==> src/rtl/dual_pic_pkg.sv <==
package dual_pic_pkg;
    localparam int CHIP_LINES = 8;
    localparam int LVL_W      = $clog2(CHIP_LINES);
    localparam int LINE_W     = LVL_W + 1;
    localparam int VEC_W      = 8;
    localparam logic [LVL_W-1:0] CASCADE_LVL = LVL_W'(2);

    typedef enum logic {
        ST_IDLE,
        ST_EVAL
    } eval_state_t;

    typedef enum logic [1:0] {
        OP_SET_HIGH   = 2'd0,
        OP_SET_LOW    = 2'd1,
        OP_PULSE_RISE = 2'd2,
        OP_PULSE_FALL = 2'd3
    } line_op_t;
endpackage

==> src/rtl/pic_prio_pick.sv <==
module pic_prio_pick #(
    parameter int N = 8
) (
    input  logic [N-1:0]         req,
    input  logic [N-1:0]         mask,
    input  logic [N-1:0]         service,
    input  logic [$clog2(N)-1:0] lowprio,
    output logic                 found,
    output logic [$clog2(N)-1:0] level
);
    localparam int LW = $clog2(N);

    logic [LW-1:0] idx;
    logic          stop;

    always_comb begin
        found = 1'b0;
        level = '0;
        stop  = 1'b0;
        idx   = '0;
        for (int i = 0; i < N; i++) begin
            idx = lowprio + LW'(i + 1);
            if (!stop) begin
                if (service[idx]) begin
                    stop = 1'b1;
                end else if (req[idx] && !mask[idx]) begin
                    found = 1'b1;
                    level = idx;
                    stop  = 1'b1;
                end
            end
        end
    end
endmodule

==> src/rtl/pic_trigger_regs.sv <==
module pic_trigger_regs #(
    parameter int             W         = 8,
    parameter logic [W-1:0]   PRI_ALLOW = 8'hF8,
    parameter logic [W-1:0]   SEC_ALLOW = 8'hDE
) (
    input  logic              clk,
    input  logic              rst_n,
    input  logic              wr_en,
    input  logic              wr_sel,
    input  logic [W-1:0]      wdata,
    input  logic              rd_sel,
    output logic [1:0][W-1:0] level_mode,
    output logic [W-1:0]      rdata
);
    localparam logic [1:0][W-1:0] ALLOW = {SEC_ALLOW, PRI_ALLOW};

    always_ff @(posedge clk or negedge rst_n) begin
        if (!rst_n) begin
            level_mode <= '0;
        end else if (wr_en) begin
            for (int c = 0; c < 2; c++) begin
                if (wr_sel == 1'(c)) level_mode[c] <= wdata & ALLOW[c];
            end
        end
    end

    assign rdata = level_mode[rd_sel];
endmodule

==> src/rtl/dual_pic_core.sv <==
module dual_pic_core
    import dual_pic_pkg::*;
(
    input  logic               clk,
    input  logic               rst_n,
    input  logic               line_op_valid,
    input  logic [LINE_W-1:0]  line_op_num,
    input  logic [1:0]         line_op_kind,
    input  logic               elc_wr_en,
    input  logic               elc_wr_sel,
    input  logic [CHIP_LINES-1:0] elc_wdata,
    input  logic               elc_rd_sel,
    output logic [CHIP_LINES-1:0] elc_rdata,
    input  logic [VEC_W-1:0]   pri_vec_base,
    input  logic [VEC_W-1:0]   sec_vec_base,
    input  logic [CHIP_LINES-1:0] pri_mask,
    input  logic [CHIP_LINES-1:0] sec_mask,
    input  logic [1:0]         auto_eoi,
    input  logic [1:0]         rotate_on,
    input  logic               eoi_valid,
    input  logic [LINE_W-1:0]  eoi_line,
    input  logic               ack_valid,
    input  logic [VEC_W-1:0]   ack_vector,
    output logic               intr_out,
    output logic               vec_valid,
    output logic [VEC_W-1:0]   vec_out
);
    logic [1:0][CHIP_LINES-1:0] req_q, req_n, pin_q, pin_n, isr_q, isr_n;
    logic [1:0][CHIP_LINES-1:0] level_mode, mask_now, mask_q;
    logic [1:0][LVL_W-1:0]      lowp_q, lowp_n;
    logic [1:0]                 raised_q, raised_n;
    eval_state_t                state_q, state_n;
    logic                       eval_on, change_evt;

    logic                       view_found [2];
    logic [LVL_W-1:0]           view_lvl   [2];
    logic [CHIP_LINES-1:0]      pri_eval_req;
    logic                       pri_eval_found;
    logic [LVL_W-1:0]           pri_eval_lvl;
    logic                       cascade_now, pri_raise, sec_hit;
    logic [1:0]                 acc_hit;
    logic [1:0][LVL_W-1:0]      acc_lvl;

    logic                       lc;
    logic [LVL_W-1:0]           ll;
    logic [1:0]                 s1, step;

    assign mask_now = {sec_mask, pri_mask};

    pic_trigger_regs #(.W(CHIP_LINES)) u_trig (
        .clk        (clk),
        .rst_n      (rst_n),
        .wr_en      (elc_wr_en),
        .wr_sel     (elc_wr_sel),
        .wdata      (elc_wdata),
        .rd_sel     (elc_rd_sel),
        .level_mode (level_mode),
        .rdata      (elc_rdata)
    );

    // Per-controller view of the current state: drives the vector output
    // and the secondary half of the evaluation.
    for (genvar c = 0; c < 2; c++) begin : g_view
        pic_prio_pick #(.N(CHIP_LINES)) u_pick (
            .req     (req_q[c]),
            .mask    (mask_now[c]),
            .service (isr_q[c]),
            .lowprio (lowp_q[c]),
            .found   (view_found[c]),
            .level   (view_lvl[c])
        );
    end

    // Primary evaluation sees the cascade pulse produced in the same cycle.
    assign cascade_now  = eval_on && view_found[1] && !raised_q[1];
    assign pri_eval_req = req_q[0] |
        ((cascade_now && !pin_q[0][CASCADE_LVL]) ? (CHIP_LINES'(1) << CASCADE_LVL) : '0);

    pic_prio_pick #(.N(CHIP_LINES)) u_pri_eval (
        .req     (pri_eval_req),
        .mask    (mask_now[0]),
        .service (isr_q[0]),
        .lowprio (lowp_q[0]),
        .found   (pri_eval_found),
        .level   (pri_eval_lvl)
    );

    assign pri_raise = eval_on && pri_eval_found && !raised_q[0];

    // Acknowledge routing
    assign sec_hit    = ack_vector[VEC_W-1:LVL_W] == sec_vec_base[VEC_W-1:LVL_W];
    assign acc_hit[1] = ack_valid && sec_hit;
    assign acc_lvl[1] = ack_vector[LVL_W-1:0];
    assign acc_hit[0] = ack_valid;
    assign acc_lvl[0] = sec_hit ? CASCADE_LVL : ack_vector[LVL_W-1:0];

    function automatic logic [1:0] pin_step(input logic old_pin, input logic old_req,
                                            input logic lvl_trig, input logic new_lvl);
        logic set_r, clr_r;
        set_r = new_lvl && (!old_pin || lvl_trig);
        clr_r = !new_lvl && old_pin && lvl_trig;
        return {new_lvl, set_r ? 1'b1 : (clr_r ? 1'b0 : old_req)};
    endfunction

    // Next-state of the request/service/pointer state
    always_comb begin
        req_n    = req_q;
        pin_n    = pin_q;
        isr_n    = isr_q;
        lowp_n   = lowp_q;
        raised_n = raised_q;
        lc       = line_op_num[LVL_W];
        ll       = line_op_num[LVL_W-1:0];
        s1       = '0;
        step     = {pin_q[lc][ll], req_q[lc][ll]};

        if (line_op_valid) begin
            unique case (line_op_t'(line_op_kind))
                OP_SET_HIGH: step = pin_step(pin_q[lc][ll], req_q[lc][ll], level_mode[lc][ll], 1'b1);
                OP_SET_LOW:  step = pin_step(pin_q[lc][ll], req_q[lc][ll], level_mode[lc][ll], 1'b0);
                OP_PULSE_RISE: begin
                    s1   = pin_step(pin_q[lc][ll], req_q[lc][ll], level_mode[lc][ll], 1'b1);
                    step = pin_step(s1[1], s1[0], level_mode[lc][ll], 1'b0);
                end
                OP_PULSE_FALL: begin
                    s1   = pin_step(pin_q[lc][ll], req_q[lc][ll], level_mode[lc][ll], 1'b0);
                    step = pin_step(s1[1], s1[0], level_mode[lc][ll], 1'b1);
                end
            endcase
            pin_n[lc][ll] = step[1];
            req_n[lc][ll] = step[0];
        end

        for (int c = 0; c < 2; c++) begin
            if (acc_hit[c]) begin
                raised_n[c] = 1'b0;
                if (!level_mode[c][acc_lvl[c]]) req_n[c][acc_lvl[c]] = 1'b0;
                if (auto_eoi[c]) begin
                    if (rotate_on[c]) lowp_n[c] = acc_lvl[c];
                end else begin
                    isr_n[c][acc_lvl[c]] = 1'b1;
                end
            end
        end

        if (eoi_valid) begin
            isr_n[eoi_line[LVL_W]][eoi_line[LVL_W-1:0]] = 1'b0;
            if (rotate_on[eoi_line[LVL_W]]) lowp_n[eoi_line[LVL_W]] = eoi_line[LVL_W-1:0];
        end

        if (cascade_now) begin
            raised_n[1] = 1'b1;
            if (!pin_q[0][CASCADE_LVL]) req_n[0][CASCADE_LVL] = 1'b1;
            pin_n[0][CASCADE_LVL] = 1'b0;
        end
        if (pri_raise) raised_n[0] = 1'b1;
    end

    always_ff @(posedge clk or negedge rst_n) begin
        if (!rst_n) begin
            req_q    <= '0;
            pin_q    <= '0;
            isr_q    <= '0;
            lowp_q   <= '1;
            raised_q <= '0;
            mask_q   <= '1;
        end else begin
            req_q    <= req_n;
            pin_q    <= pin_n;
            isr_q    <= isr_n;
            lowp_q   <= lowp_n;
            raised_q <= raised_n;
            mask_q   <= mask_now;
        end
    end

    // Evaluation scheduler
    assign change_evt = line_op_valid | ack_valid | eoi_valid | elc_wr_en | (mask_now != mask_q);

    always_ff @(posedge clk or negedge rst_n) begin
        if (!rst_n) state_q <= ST_IDLE;
        else        state_q <= state_n;
    end

    always_comb begin
        state_n = state_q;
        unique case (state_q)
            ST_IDLE: if (change_evt) state_n = ST_EVAL;
            ST_EVAL: state_n = change_evt ? ST_EVAL : ST_IDLE;
        endcase
    end

    always_comb begin
        eval_on   = (state_q == ST_EVAL);
        intr_out  = raised_q[0];
        vec_valid = 1'b0;
        vec_out   = '0;
        if (view_found[0]) begin
            if (view_lvl[0] != CASCADE_LVL) begin
                vec_valid = 1'b1;
                vec_out   = {pri_vec_base[VEC_W-1:LVL_W], view_lvl[0]};
            end else if (view_found[1]) begin
                vec_valid = 1'b1;
                vec_out   = {sec_vec_base[VEC_W-1:LVL_W], view_lvl[1]};
            end
        end
    end

    // once raised, the processor request holds until an acknowledge
    a_r6_intr_held: assert property (@(posedge clk) disable iff (!rst_n)
        intr_out && !ack_valid |=> intr_out);

    // the request can only rise out of an evaluation cycle
    a_r6_intr_after_eval: assert property (@(posedge clk) disable iff (!rst_n)
        $rose(intr_out) |-> $past(eval_on));

    // the secondary raised flag is only set by an evaluation
    a_r5_cascade_after_eval: assert property (@(posedge clk) disable iff (!rst_n)
        $rose(raised_q[1]) |-> $past(eval_on));

    // a valid vector needs a stored primary request
    a_r11_valid_needs_req: assert property (@(posedge clk) disable iff (!rst_n)
        vec_valid |-> (req_q[0] != '0));

    // a secondary acknowledge books primary level 2 in service
    a_r8_split_ack: assert property (@(posedge clk) disable iff (!rst_n)
        ack_valid && sec_hit && !auto_eoi[0] && !eoi_valid |=> isr_q[0][CASCADE_LVL]);
endmodule

==> config.mk <==
export PLATFORM = sky130hd
export DESIGN_NAME = dual_pic_core
export DESIGN_NICKNAME = d
export VERILOG_FILES = /design/src/rtl/dual_pic_pkg.sv /design/src/rtl/pic_prio_pick.sv /design/src/rtl/pic_trigger_regs.sv /design/src/rtl/dual_pic_core.sv
export SDC_FILE = /design/constraint.sdc
export NUM_CORES = 1
export LEC_CHECK = 0
export BUFFER_PORTS_ARGS = -buffer_cell sky130_fd_sc_hd__buf_4
export CAP_MARGIN = 5
export CORE_ASPECT_RATIO = 0.8
export CORE_MARGIN = 4
export CORE_UTILIZATION = 40
export DETAILED_ROUTE_END_ITERATION = 10
export SLEW_MARGIN = 25
export SYNTH_ARGS = -nofsm -noshare
export SYNTH_HDL_FRONTEND = slang
export SYNTH_SLANG_ARGS = --single-unit
export TNS_END_PERCENT = 50
==> constraint.sdc <==
create_clock -name clk -period 3.96 [get_ports clk]
set_input_delay 0 -clock clk [delete_from_list [all_inputs] [get_ports clk]]
set_output_delay 0 -clock clk [all_outputs]
set_load 0.02 [all_outputs]
==> results.yml <==
critical_path:
  cp-end-kind: "output port"
  path_max_fanout: 14
  critPathArrivalTime_ns: 3.86
  worst-setup-path-type: "reg -> out"
  rrSetupSlack_ns: 0.32
  reg2reg_depth: 12
  cp.required_ns: 3.96
  critPathLaunchType: "register"
logic_synthesis:
  ys_ff_latch: 84
  synth_seq_area_share_pct: 28.7
  synth_mux_area_share_pct: 26.8
  synthArstFlopShare_pct: 100
  syn_nets: 866
  synth.area.top_cells: "dfrtp_1 (21%), mux4_2 (14%), dfstp_2 (7.8%), mux2_2 (5.8%), mux2i_1 (5.7%)"
  synth_most_common_cell: "nand2_1"
  synth-compound-area-share_pct: 16.4
  synth_top_family_by_area: "multiplexers"
  synth_top_area_cell: "dfrtp_1"
  yosys_warnings: 0
  syn_inst: 788
  synth-simple-area-share_pct: 18.9
  yosysUniqueCellTypes: 84
  synthXorXnorAreaFrac_pct: 3.85
  synth_top_area_share_pct: 20.9
  avgSynthCellArea_sq_um: 9.41
  yosys_most_used_dff: "dfrtp_1"
  synthAdderAreaFrac_pct: 1.35
  syn_area_sq_um: 7410
  synth-edff-count: 0
  synthTopCellsByCount: "nand2_1 (90), a21oi_1 (63), dfrtp_1 (62)"
sta:
  relSlewSlack_pct: 46.4
  clock_skew_ns: 0.00827
  fin_crit_sh_pct: 97.5
  final_max_slew_viol_count: 0
  finalSetupViolations: 0
  tightest_slew_ns: 0.797
  timing.fmax_mhz: 259
  period_needed_ns: 3.86
  finalHoldViolCount: 0
routing:
  drcViolationCount: 0
  via_per_inst: 6.12
  routed_wl_mm: 23.1
  wl_per_cell_um: 20.3
  drtPass1Iterations: 5
  drtIter0Drc: 677
  antenna_left: 0
  vias: 6965
clock_network:
  cts_buffers: 9
  htreeDepth: 3
  clk_path_buf_depth: 2
  clkSlewWorstSetupHoldPaths_ns: 0.07
  cts_tree: "built"
  clock-sinks: 84
  clk-insertion-delay-late_ns: 0.35
  cts_root_buf: "clkbuf_16"
floorplanning:
  coreArea_sq_um: 18200
  num_rows: 44
  start_util_pct: 40.8
  dieArea_sq_um: 20800
  die_w_um: 160
  fp.dieH_um: 130
  ioPinCount: 88
min_path:
  whs_path_depth: 3
  hold_class: "in -> reg"
final_layout:
  design_area_sq_um: 9230
  fillCellCount: 1662
  multi_input_area_sq_um: 5160
  syn_to_final_growth_pct: 24.5
  fin_nets: 982
  drive_above_1_share_pct: 31.7
  layout.cells.non_filler: 1139
  antenna_cells: 0
  seq_area_sq_um: 2130
power:
  p_per_area_nw_per_um2: 526
  p_leak_nw: 3.76
  peakVddDrop_uv: 278
  p_total_w: 0.00485
grt:
  grt_max_degree: 85
  use_met1_pct: 34.5
  gr-total-overflow: 0
  use_met2_pct: 31.7
  antenna_found_initial: 0
  grt_use_met3_pct: 3.60
  grt.total_usage_pct: 21.9
  grt_pass1_wl_mm: 36.7
  gr-max-usage-layer: "met1"
  grt_pass1_vias: 6482
run_status:
  outcome: "finished clean"
placed_design:
  dp.final_hpwl_mm: 17.0
  dp_cells: 1084
  placedInstanceArea_sq_um: 8340
  gp_congestion: 0.887
  numPortBuffers: 79
flow_run:
  max_cap_violations: 0
-- state kept, by name, summed over array words and instances (netlist names) --
register,flops
isr_q,16
mask_q,16
pin_q,16
req_q,16
u_trig.level_mode,11
lowp_q,6
raised_q,2
eval_on,1
-- power by group --
| group | total, W | internal, W | switching, W |
|---|---|---|---|
| Clock | 0.000930 | 0.000556 | 0.000374 |
| Sequential | 0.00120 | 0.00102 | 0.000174 |
| Combinational | 0.00272 | 0.00128 | 0.00144 |
-- metrics by stage --
step                setup slack (ns)  util (%)  hold WS (ns)  setup TNS (ns)
floorplan                      0.110         -        -0.296               0
global placement               0.204      45.9         0.138               0
detailed placement             0.145      45.9         0.117               0
CTS                          0.00112      49.6        0.0245               0
global route                 -0.0880      50.8        0.0357          -0.388
finish                        0.0990      50.8        0.0348               0
-- cell type report --
class / instances / share of cell area, %
multi-input cells: 642 / 55.9
flip-flops and latches: 84 / 23.1
repair buffers: 150 / 13.7
well taps: 230 / 3.12
clock buffers: 9 / 2.44
clock inverters: 7 / 1.08
inverters: 17 / 0.773
-- placed cells by master, fill, tap and decap left out, types with 4 or more instances in the layout --
cell type | synthesis | layout
mux2i_2 | 0 | 7
clkbuf_16 | 0 | 10
o22ai_1 | 12 | 12
ha_1 | 8 | 5
mux2i_1 | 42 | 35
mux4_2 | 46 | 46
dlygate4sd3_1 | 0 | 29
a21oi_1 | 63 | 63
dfrtp_1 | 62 | 62
buf_4 | 3 | 114
a22oi_1 | 4 | 4
inv_1 | 15 | 15
o32ai_1 | 4 | 4
mux2_2 | 38 | 36
nand3_1 | 22 | 20
a31oi_1 | 9 | 8
nor2_1 | 51 | 51
nor3_1 | 15 | 14
nor2b_1 | 19 | 19
o21ai_0 | 50 | 50
nand3b_1 | 5 | 5
nand4_1 | 8 | 8
xnor2_1 | 17 | 17
nand2b_1 | 15 | 14
o221ai_1 | 4 | 4
dfstp_2 | 22 | 22
xor2_1 | 10 | 10
or4_1 | 4 | 4
and2_1 | 9 | 7
nand2_1 | 90 | 89
o31ai_1 | 5 | 4
nor4_1 | 5 | 5
and3_1 | 7 | 7
-- logic make-up (layout without fill, tap and decap cells) --
family          after synthesis  after routing
compound gates              196            196
buf+inv                      62            183
flops                        84             84
other cells                   1              1
xor+xnor                     30             30
mux                         132            132
simple gates                275            275
fa+ha+maj                     8              8
-- worst paths after layout --
kind | from | end
min reg2reg | pin_q[11] | pin_q[11]
max | lowp_q[0] | vec_out[7]
min in group asynchronous | rst_n | pin_q[15]
min | line_op_num[1] | pin_q[6]
max reg2reg | lowp_q[3] | raised_q[0]
max in group asynchronous | rst_n | pin_q[2]
-- per-layer routing --
layer / wire length [um] / vias to the layer above / share of wire (%)
met5: 0 / - / 0
met4: 320 / 0 / 1.4
met3: 1580 / 23 / 6.9
met2: 9940 / 277 / 43
met1: 11300 / 3454 / 49
li1: - / 3211 / -
-- critical path, stage by stage, from the launching register on --
cell and delay [ns]:
dfstp_2 0.67, inv_8 0.05, ha_4 0.33, buf_6 0.19, inv_1 0.10, mux4_2 0.40
a221oi_2 0.34, or2_1 0.19, nor2_1 0.07, a31o_1 0.19, a221o_1 0.31, nand2b_4 0.18
buf_4 0.17, mux2i_2 0.17, buf_4 0.16
-- timing repair --
item                                   in CTS  in global routing
endpoints found under the hold margin     100                  0
gates resized for setup                    10                 30
pin swaps                                   1                  7
buffers inserted                            2                  7
hold buffers                               29                  0
setup endpoints to repair                   8                 10
gates cloned                                0                  1
Note: power is estimated with default switching activity, not from simulation.
